===== src/rtl/seqgen_pkg.sv =====
package seqgen_pkg;
  localparam int unsigned SEQ_W = 8;
  // Stages tapped by the feedback XOR, zero-based bit positions 7, 5, 4, 2
  localparam logic [SEQ_W-1:0] SEQ_TAPS = 8'b1011_0100;
  localparam logic [SEQ_W-1:0] SEQ_RESET = 8'h01;

  typedef enum logic {
    CYC_PLAIN = 1'b0,
    CYC_FULL  = 1'b1
  } cyc_mode_e;

  typedef enum logic [1:0] {
    ACT_HOLD = 2'd0,
    ACT_STEP = 2'd1,
    ACT_LOAD = 2'd2
  } reg_act_e;
endpackage


===== src/rtl/seqgen_fb.sv =====
module seqgen_fb
  import seqgen_pkg::*;
#(
  parameter int unsigned     W    = SEQ_W,
  parameter logic [W-1:0]    TAPS = SEQ_TAPS
) (
  input  logic [W-1:0] cur_i,
  input  cyc_mode_e    mode_i,
  output logic         fb_o
);
  localparam int unsigned KEEP_W = W - 1;

  logic [W-1:0] tap_terms;
  logic         lin_fb;
  logic         keep_zero;

  genvar gi;
  generate
    for (gi = 0; gi < W; gi++) begin : g_tap
      if (TAPS[gi]) begin : g_on
        assign tap_terms[gi] = cur_i[gi];
      end else begin : g_off
        assign tap_terms[gi] = 1'b0;
      end
    end
  endgenerate

  always_comb begin
    lin_fb    = ^tap_terms;
    keep_zero = ~|cur_i[KEEP_W-1:0];
    fb_o      = lin_fb ^ ((mode_i == CYC_FULL) & keep_zero);
  end
endmodule


===== src/rtl/seqgen_next.sv =====
module seqgen_next
  import seqgen_pkg::*;
#(
  parameter int unsigned W = SEQ_W
) (
  input  logic [W-1:0] cur_i,
  input  logic [W-1:0] seed_i,
  input  logic         load_i,
  input  logic         step_i,
  input  logic         fb_i,
  output logic [W-1:0] nxt_o,
  output logic         en_o
);
  reg_act_e act;

  always_comb begin
    if (load_i)      act = ACT_LOAD;
    else if (step_i) act = ACT_STEP;
    else             act = ACT_HOLD;
  end

  always_comb begin
    nxt_o = cur_i;
    en_o  = 1'b0;
    case (act)
      ACT_LOAD: begin
        nxt_o = seed_i;
        en_o  = 1'b1;
      end
      ACT_STEP: begin
        nxt_o = {cur_i[W-2:0], fb_i};
        en_o  = 1'b1;
      end
      default: begin
        nxt_o = cur_i;
        en_o  = 1'b0;
      end
    endcase
  end
endmodule


===== src/rtl/seqgen_reg.sv =====
module seqgen_reg
  import seqgen_pkg::*;
#(
  parameter int unsigned  W       = SEQ_W,
  parameter logic [W-1:0] RST_VAL = SEQ_RESET
) (
  input  logic         clk,
  input  logic         rst_n,
  input  logic         en_i,
  input  logic [W-1:0] d_i,
  output logic [W-1:0] q_o
);
  always_ff @(posedge clk or negedge rst_n) begin
    if (!rst_n) begin
      q_o <= RST_VAL;
    end else if (en_i) begin
      q_o <= d_i;
    end
  end
endmodule


===== src/rtl/seqgen_top.sv =====
module seqgen_top
  import seqgen_pkg::*;
#(
  parameter int unsigned  W       = SEQ_W,
  parameter logic [W-1:0] TAPS    = SEQ_TAPS,
  parameter logic [W-1:0] RST_VAL = SEQ_RESET
) (
  input  logic         clk,
  input  logic         rst_n,
  input  logic         load_i,
  input  logic [W-1:0] seed_i,
  input  logic         step_i,
  input  logic         full_mode_i,
  output logic [W-1:0] state_o,
  output logic         bit_o
);
  logic [W-1:0] cur_q;
  logic [W-1:0] nxt_d;
  logic         fb;
  logic         reg_en;
  cyc_mode_e    mode;

  assign mode = cyc_mode_e'(full_mode_i);

  seqgen_fb #(.W(W), .TAPS(TAPS)) fb_i (
    .cur_i  (cur_q),
    .mode_i (mode),
    .fb_o   (fb)
  );

  seqgen_next #(.W(W)) next_i (
    .cur_i  (cur_q),
    .seed_i (seed_i),
    .load_i (load_i),
    .step_i (step_i),
    .fb_i   (fb),
    .nxt_o  (nxt_d),
    .en_o   (reg_en)
  );

  seqgen_reg #(.W(W), .RST_VAL(RST_VAL)) reg_i (
    .clk   (clk),
    .rst_n (rst_n),
    .en_i  (reg_en),
    .d_i   (nxt_d),
    .q_o   (cur_q)
  );

  assign state_o = cur_q;
  assign bit_o   = cur_q[W-1];
endmodule


===== config.mk =====
export PLATFORM = sky130hd
export DESIGN_NAME = seqgen_top
export DESIGN_NICKNAME = d
export VERILOG_FILES = /design/src/rtl/seqgen_pkg.sv /design/src/rtl/seqgen_fb.sv /design/src/rtl/seqgen_next.sv /design/src/rtl/seqgen_reg.sv /design/src/rtl/seqgen_top.sv
export SDC_FILE = /design/constraint.sdc
export NUM_CORES = 1
export LEC_CHECK = 0
export CORE_AREA = 2 2 39 41
export DETAILED_ROUTE_END_ITERATION = 16
export DIE_AREA = 0 0 41 43
export PLACE_DENSITY_LB_ADDON = 0.3
export SLEW_MARGIN = 5
export SYNTH_ARGS = -nofsm -noshare
export SYNTH_HDL_FRONTEND = slang
export SYNTH_SLANG_ARGS = --single-unit

===== constraint.sdc =====
create_clock -name clk -period 1.99 [get_ports clk]
set_clock_uncertainty 0.1 [all_clocks]
set_input_delay 0.398 -clock clk [delete_from_list [all_inputs] [get_ports clk]]
set_output_delay 0.398 -clock clk [all_outputs]
set_load 0.1 [all_outputs]

==> results.md, run 1 <==
* Post-CTS setup buffers at 0
* Num rows at 14
* Synth top area share at 0.383
* Post-synthesis sequential area ratio at 0.440
* Critical path arrival at 1.61 ns
* Tot GR Track Use at 0.141
* Post_cts resized at 0
* DRT antenna net count at 0
* Slowest-stage cell, CP: dfrtp_2
* Cell taking the most area after synthesis: dfrtp_1
* RSZ-0062 raised after global routing: no
* Total CTS buffers at 3
* CP Launch Type: flop
* Clock latency on the worst-skew pair at 0.26 ns
* Worst path bufs/invs at 1
* Top cells by area, synth: dfrtp_1 38%, mux2i_1 15%, o21ai_1 7.7%
* #FFs+latches synth at 8
* Most common library cell in the layout ignoring fill and taps: clkdlybuf4s50_1
* Mean Syn Cell Area at 9.96 sq um
* Post-CTS Hold Fix Bufs at 0
* Dpl cells at 82
* Cell variety after synth at 19
* Pin count of the biggest net entering global routing at 12
* Wirelength per Cell at 11.7 um
* Peak supply drop at 0.374 mV
* Status: completed
* Die height at 43 um
* Worst Hold Class: in2async
* Clock root cell: clkbuf_4
* # DRC at 0
* Flip-flop count of the largest register after layout at 8
* ANT cells at 0
* Vias at 405
* LEAKAGE at 0.000362 uW
* DPL Wire Length at 816 um
* Total negative slack at 0 ns
* Peak per-stage delay on the critical path at 0.41 ns
* Tot Pwr at 696 uW
* Worst Path Required at 2.08 ns
* Core area at 1380 sq um
* CP cell instances: inv_1 -> ha_1 -> xnor3_1 -> a2111o_1 -> nand3_1
* Top flop regs: reg_i.q_o x8
* Total congestion overflow at 0
* Kind of critical path: reg2reg
* CTS tree: built
* Max_slew headroom at 0.744
* Pins Over Slew Limit at 0
* Crit path depth at 5
* Critical R2R Launch: reg_i.q_o[4]
* R2R depth at 5
* Share of layout cells above drive strength 1 at 0.271
* Tightest Pin Transition at 0.379 ns
* # nets final at 85
* Chip Width at 41 um
* Vias in the first global route at 383
* I/O Buffers at 21
* Full die area at 1760 sq um
* Drt pass-1 iters at 2
* Final hold violations at 0
* H-tree Lvls at 1
* I/O pin cnt at 22
* Post-Syn Nets at 60
* Critical-path maximum fanout at 4
* Final setup margin at 0.470 ns
* Layout area overhead at 76.8%
* Post-Route WL at 1000 um
* Pwr Density at 860 nW/um^2
* Largest register by flop count: reg_i.q_o
* Maximum clock frequency at 658 MHz
* Ys Warns at 0
* Cell Area, Synth at 458 sq um
* Max Buffers Root-to-Sink at 2
* Post-Layout Cell Count at 86
* Top delay family on crit path: flip-flops
* Clock sinks at 8
* Initial antenna violation count at 0
* Clock Pin Slew Worst Setup and Hold Paths at 0.06 ns
* Max-cap violations at 0
* R2R Setup Slk at 0.47 ns
* Commonest non-fill, non-tap cells in the layout: 12 x clkdlybuf4s50_1, 9 x buf_12, 7 x mux2i_1, 7 x nand2_1, 7 x o21ai_1
* Pre-CTS WS at 0.352 ns
* Final worst path period share at 0.764
* CP endpoint kind: flop
* RD Place Congestion at 0.705
* Post-Syn Instances at 46
* Min cycle time layout at 1.52 ns
* Initial core utilization at 0.331
* Setup crit start: reg_i.q_o[4]
* Setup violations, final at 0
* 1st-iter DRT viols at 1
* DR vias/cell at 4.71
* First-pass GRT wire length at 1640 um
* Reg2reg end: reg_i.q_o[0]
[cell usage after synthesis, drive strengths merged]
library cell	count
nor3b	2
inv	2
dfrtp	7
nor2b	1
clkinv	1
nor4b	1
dfstp	1
ha	1
nand4	1
a21oi	1
xnor3	1
mux2i	7
a2111o	1
o21ai	7
nand2	7
buf	4
nand3	1
[metal layers]
layer	track usage	up-vias	wire [um]	part of all wire
met3	0.0314	0	32	0.032
met5	0	-	0	0
met4	0.0800	0	0	0
met2	0.200	11	539	0.54
li1	-	207	-	-
met1	0.190	187	431	0.43
[logic make-up (layout without fill, tap and decap cells)]
| group | count (synthesis) | count (layout) | share of synthesized area |
|---|---|---|---|
| muxes | 7 | 7 | 0.153 |
| and+or+nand+nor | 13 | 13 | 0.148 |
| DFF | 8 | 8 | 0.440 |
| xor gates and xnor gates | 1 | 1 | 0.0492 |
| adders and majority gates | 1 | 1 | 0.0273 |
| buffers and inverters | 7 | 31 | 0.0710 |
| AOI/OAI and AO/OA | 9 | 9 | 0.112 |
[layout make-up]
cell class	count	area, sq um
clock buffer	4	26.3
timing repair buffer	24	323
fill	116	574
tap	16	20.0
multi-input combinational	31	224
sequential	8	205
inverter	3	11.3
[stage by stage]
step | utilization | cell area [sq um] | hold WS (ns)
floorplan | - | 462 | 0.00241
global placement | 0.566 | 783 | 0.516
detailed placement | 0.566 | 783 | 0.533
CTS | 0.585 | 810 | 0.323
global route | 0.585 | 810 | 0.335
finish | 0.585 | 810 | 0.323
[power breakdown]
group / internal, uW / switching (uW) / total [uW]
combinational: 139 / 202 / 341
sequential: 185 / 32.8 / 218
clock: 77.0 / 59.6 / 137
total: 402 / 294 / 696
[how the worst max path moves through the flow]
stage | to | slack, ns
floorplan | reg_i.q_o[0] | 0.04
global placement | reg_i.q_o[0] | 0.38
detailed placement | reg_i.q_o[0] | 0.35
CTS | reg_i.q_o[0] | 0.46
global route | reg_i.q_o[0] | 0.40
finish | reg_i.q_o[0] | 0.47
No activity file was read; power rests on OpenSTA's default activity.
==> inputs of run 2 (changes only) <==
Clock period 1.99 ns to 1.6 ns, I/O delays scaled along.
==> results.md, run 2 (synthesis results as in run 1) <==
* Status: completed
* Flip-flop count of the largest register after layout at 8 (unchanged)
* ANT cells at 0 (unchanged)
* CP endpoint kind: flop
* Max-cap violations at 0 (unchanged)
* Post-CTS setup buffers at 0 (unchanged)
* Worst path bufs/invs at 1 (unchanged)
* Pins Over Slew Limit at 0 (unchanged)
* Clock power share at 0.196 (about the same)
* # fillers at 117 (+0.86%)
* # DRC at 0 (unchanged)
* Clock sinks at 8 (unchanged)
* Wirelength per Cell at 11.9 um (+1.7%)
* LEAKAGE at 0.000356 uW (-1.7%)
* Setup crit start: reg_i.q_o[4]
* Top delay family on crit path: flip-flops
* Die height at 43 um (unchanged)
* Vias in the first global route at 441 (+15%)
* Initial antenna violation count at 0 (unchanged)
* Critical path arrival at 1.63 ns (+0.02 ns)
* Total CTS buffers at 3 (unchanged)
* Fin util at 0.594 (+0.00904)
* Crit path depth at 5 (unchanged)
* Top flop regs: reg_i.q_o x8
* DRT antenna net count at 0 (unchanged)
* Max_slew headroom at 0.726 (-0.0182)
* Kind of critical path: reg2reg
* Maximum clock frequency at 651 MHz (-1.1%)
* DR vias/cell at 4.83 (+2.5%)
* R2R depth at 5 (unchanged)
* Full die area at 1760 sq um (unchanged)
* CP cell instances: inv_2 -> ha_1 -> xnor3_1 -> a2111o_1 -> nand3_1
* Worst Hold Class: in2async
* RD Place Congestion at 0.737 (+4.6%)
* Combinational Power Share at 0.486 (-0.004)
* Core area at 1380 sq um (unchanged)
* I/O pin cnt at 22 (unchanged)
* Most common library cell in the layout ignoring fill and taps: clkdlybuf4s50_1
* Commonest non-fill, non-tap cells in the layout: 12 x clkdlybuf4s50_1, 9 x buf_12, 7 x mux2i_1, 7 x nand2_1, 7 x o21ai_1
* Critical R2R Launch: reg_i.q_o[4]
* Pin count of the biggest net entering global routing at 15 (+3)
* Total congestion overflow at 0 (unchanged)
* Tot Pwr at 878 uW (+26%)
* Setup violations, final at 0 (unchanged)
* Final hold violations at 0 (unchanged)
* Worst Path Required at 1.70 ns (-0.38 ns)
* Hold Slack at 0.241 ns (-0.0822 ns)
* Min cycle time layout at 1.54 ns (+0.0172 ns)
* Post-Route WL at 1020 um (+1.7%)
* Design Area, Final at 822 sq um (+1.5%)
* Clock root cell: clkbuf_4
* Share of layout cells above drive strength 1 at 0.357 (+0.0857)
* Post-Layout Cell Count at 86 (unchanged)
* Final worst path period share at 0.961 (+0.197)
* Drt pass-1 iters at 4 (+2)
* Dpl cell area at 796 sq um (+1.6%)
* Tightest Pin Transition at 0.406 ns (+0.0269 ns)
* I/O Buffers at 21 (unchanged)
* Dpl cells at 82 (unchanged)
* Critical-path maximum fanout at 4 (unchanged)
* Post-CTS Hold Fix Bufs at 0 (unchanged)
* Chip Width at 41 um (unchanged)
* Tot GR Track Use at 0.158 (+0.0171)
* Max Buffers Root-to-Sink at 2 (unchanged)
* Vias at 415 (+2.5%)
* Num rows at 14 (unchanged)
* CP Launch Type: flop
* Post_cts resized at 0 (unchanged)
* # nets final at 85 (unchanged)
* Switching power at 371 uW (+26%)
* Largest register by flop count: reg_i.q_o
* Pwr Density at 1070 nW/um^2 (+24%)
* Internal at 507 uW (+26%)
* CTS tree: built
* Reg power frac at 0.319 (+0.005)
* Layout area overhead at 79.5%
* Initial core utilization at 0.331 (unchanged)
* Slowest-stage cell, CP: dfrtp_4
* Peak per-stage delay on the critical path at 0.51 ns (+0.10 ns)
* RSZ-0062 raised after global routing: no
* Clock latency on the worst-skew pair at 0.26 ns (about the same)
* 1st-iter DRT viols at 3 (+2)
* Peak supply drop at 0.482 mV (+29%)
* Fraction of power spent switching nets at 0.423 (about the same)
* DPL Wire Length at 841 um (+3.0%)
* Clock Pin Slew Worst Setup and Hold Paths at 0.06 ns (about the same)
* H-tree Lvls at 1 (unchanged)
* First-pass GRT wire length at 1880 um (+15%)
run 2: stage by stage:
| stage | setup slack, ns | setup TNS, ns |
|---|---|---|
| 6_report | 0.0627 | 0 |
| 5_1_grt | 0.000723 | 0 |
| 4_1_cts | 0.0614 | 0 |
| 3_5_place_dp | 0.00988 | 0 |
| 3_3_place_gp | 0.0362 | 0 |
| 2_1_floorplan | -0.0625 | -0.0625 |
run 2: final cells by class:
class                      instances  area, sq um  area share
tap                               16         20.0      0.0244
clock buffer                       4         26.3      0.0320
inverter                           3         11.3      0.0137
multi-input combinational         31          224       0.272
timing repair buffer              24          323       0.393
sequential                         8          218       0.265
run 2: worst paths after layout:
path	to	slack, ns
max	reg_i.q_o[0]	0.06
min	reg_i.q_o[6]	0.24
max reg2reg	reg_i.q_o[0]	0.06
min reg2reg	reg_i.q_o[1]	0.53
max in group asynchronous	reg_i.q_o[0]	0.85
min in group clk	reg_i.q_o[6]	0.50
run 2: power by group through the flow:
| stage | registers (uW) | clock network, uW | logic (uW) |
|---|---|---|---|
| after floorplan | 436 | 0 | 101 |
| after global placement | 282 | 0 | 425 |
| after detailed placement | 284 | 0 | 429 |
| after CTS | 280 | 176 | 429 |
| after global routing | 285 | 193 | 445 |
| final | 280 | 172 | 426 |
run 2: metal layers:
metal | routed length (um) | global-route usage | vias up
li1 | - | - | 207
met4 | 0 | 0.0800 | 0
met3 | 30 | 0.0314 | 0
met5 | 0 | 0 | -
met1 | 445 | 0.209 | 196
met2 | 544 | 0.234 | 12
run 2: worst reg2reg max path, cell delays in order, from the launching register on:
cell      delay [ns]
dfrtp_4         0.51
inv_2           0.06
ha_1            0.22
xnor3_1         0.21
a2111o_1        0.29
nand3_1         0.08
==> inputs of run 3 (changes only) <==
Settings changed: CORE_AREA 2 2 39 41 to default, CORE_MARGIN from default to 2, CORE_UTILIZATION from default to 34, DIE_AREA 0 0 41 43 to default.
Clock period 1.6 ns to 1.29 ns, I/O delays scaled along.
==> results.md, run 3 (synthesis results as in run 1) <==
* Max Buffers Root-to-Sink at 2 (unchanged)
* R2R Setup Slk at -0.22 ns (-0.28 ns)
* Slowest-stage cell, CP: dfrtp_4
* Setup violations, final at 10 (+10)
* Dpl cells at 91 (+11%)
* Wirelength per Cell at 12.9 um (+8.5%)
* Layout area overhead at 118%
* Min cycle time layout at 1.51 ns (-0.0257 ns)
* Failing checks: setup timing
* Fraction of power spent switching nets at 0.402 (-0.0208)
* Total CTS buffers at 3 (unchanged)
* LEAKAGE at 0.000453 uW (+27%)
* First-pass GRT wire length at 2040 um (+8.5%)
* Clock root cell: clkbuf_4
* Tot Pwr at 1230 uW (+41%)
* CP cell instances: inv_4 -> ha_4 -> xnor3_1 -> a2111o_1 -> nand3_1
* Max-cap violations at 0 (unchanged)
* Post-Layout Cell Count at 103 (+20%)
* DPL Wire Length at 927 um (+10%)
* Tot GR Track Use at 0.201 (+0.0425)
* Switching power at 496 uW (+34%)
* Clock sinks at 8 (unchanged)
* Largest register by flop count: reg_i.q_o
* Setup crit start: reg_i.q_o[4]
* Drt pass-1 iters at 3 (-1)
* CP Launch Type: flop
* Full die area at 1660 sq um (-6.0%)
* Share of layout cells above drive strength 1 at 0.500 (+0.143)
* Pins Over Slew Limit at 0 (unchanged)
* Initial antenna violation count at 0 (unchanged)
* Status: finished with violations
* Fin util at 0.776 (+0.182)
* Pwr Density at 1240 nW/um^2 (+16%)
* Kind of critical path: reg2reg
* Clock latency on the worst-skew pair at 0.26 ns (about the same)
* RD Place Congestion at 0.702 (-4.7%)
* Max_slew headroom at 0.749 (+0.0234)
* Initial core utilization at 0.356 (+0.0255)
* I/O pin cnt at 22 (unchanged)
* Critical-path maximum fanout at 2 (-2)
* Commonest non-fill, non-tap cells in the layout: 14 x buf_4, 12 x clkdlybuf4s50_1, 9 x buf_12
* Post-Route WL at 1330 um (+30%)
* ANT cells at 0 (unchanged)
* Vias at 485 (+17%)
* I/O Buffers at 21 (unchanged)
* Total congestion overflow at 0 (unchanged)
* Reg2reg end: reg_i.q_o[0]
* Clock Pin Slew Worst Setup and Hold Paths at 0.06 ns (about the same)
* Total negative slack at -0.825 ns (-0.825 ns)
* CP endpoint: reg_i.q_o[0]
* Die height at 40.7 um (-5.3%)
* Core area at 1280 sq um (-7.1%)
* DRT antenna net count at 0 (unchanged)
* Clock power share at 0.171 (-0.025)
* Design Area, Final at 997 sq um (+21%)
* 1st-iter DRT viols at 3 (unchanged)
* Maximum clock frequency at 662 MHz (+1.7%)
* Worst Path Required at 1.39 ns (-0.31 ns)
* Critical path arrival at 1.61 ns (-0.02 ns)
* Internal at 738 uW (+46%)
* Final hold violations at 0 (unchanged)
* Critical R2R Launch: reg_i.q_o[4]
* Top flop regs: reg_i.q_o x8
* R2R depth at 5 (unchanged)
* CTS tree: built
* Most common library cell in the layout ignoring fill and taps: buf_4
* Tightest Pin Transition at 0.371 ns (-0.0346 ns)
* Vias in the first global route at 455 (+3.2%)
* Pin count of the biggest net entering global routing at 15 (unchanged)
* DR vias/cell at 4.71 (-2.4%)
* RSZ-0062 raised after global routing: yes
* # nets final at 103 (+21%)
* Dpl cell area at 870 sq um (+9.3%)
* Peak per-stage delay on the critical path at 0.49 ns (-0.02 ns)
* Num rows at 13 (-1)
* Reg power frac at 0.257 (-0.062)
* H-tree Lvls at 1 (unchanged)
* CP endpoint kind: flop
* Combinational Power Share at 0.573 (+0.087)
* # DRC at 0 (unchanged)
* Chip Width at 40.7 um (-0.73%)
* Peak supply drop at 0.719 mV (+49%)
* Final setup margin at -0.222 ns (-0.284 ns)
* Flip-flop count of the largest register after layout at 8 (unchanged)
* Worst Hold Class: in2async
* Final worst path period share at 1.17 (+0.211)
==> run 3: cell type report <==
cell class | instances | area [sq um]
timing repair buffer | 42 | 484
clock buffer | 4 | 26.3
tap | 15 | 18.8
multi-input combinational | 31 | 236
inverter | 3 | 13.8
sequential | 8 | 218
fill | 90 | 288
==> run 3: what timing repair did <==
| item | in CTS | in global routing |
|---|---|---|
| gates resized for setup | 8 | 1 |
| gates cloned | 0 | 0 |
| pin swaps | 0 | 0 |
| hold buffers | 0 | 0 |
| hold endpoints to repair | 0 | 0 |
| setup endpoints to repair | 10 | 10 |
| buffers inserted | 7 | 1 |
==> run 3: critical path: cells and delay by family (launching register included) <==
| kind | cells | cell delay [ns] |
|---|---|---|
| flip-flops | 1 | 0.49 |
| AO/OA/AOI/OAI | 1 | 0.31 |
| XOR/XNOR | 1 | 0.22 |
| adder cells (fa/ha/maj) | 1 | 0.19 |
| AND/OR/NAND/NOR | 1 | 0.09 |
| buffers and inverters | 1 | 0.07 |
==> run 3: how the worst min path moves through the flow <==
stage,start,to,cells past startpoint
floorplan,rst_n,reg_i.q_o[1],0
finish,rst_n,reg_i.q_o[7],1
CTS,rst_n,reg_i.q_o[7],1
global route,rst_n,reg_i.q_o[5],1
detailed placement,rst_n,reg_i.q_o[7],1
global placement,rst_n,reg_i.q_o[5],1
==> run 3: per-layer routing <==
metal  track usage  up-vias  share of wire
met5             0        -              0
met4        0.0750        0          0.014
met3        0.0870        2          0.048
met2         0.313       14           0.50
met1         0.242      223           0.44
li1              -      246              -
==> run 3: through the flow <==
step	hold slack [ns]	worst slack, ns
floorplan	-0.138	-0.372
global placement	0.456	-0.183
detailed placement	0.468	-0.206
CTS	0.185	-0.208
global route	0.195	-0.249
finish	0.180	-0.222
==> run 3: power groups by stage <==
stage | logic, uW | clock network (uW) | registers (uW)
final | 706 | 211 | 317
after global routing | 742 | 234 | 320
after CTS | 695 | 223 | 315
after detailed placement | 616 | 0 | 316
after global placement | 612 | 0 | 314
after floorplan | 127 | 0 | 542
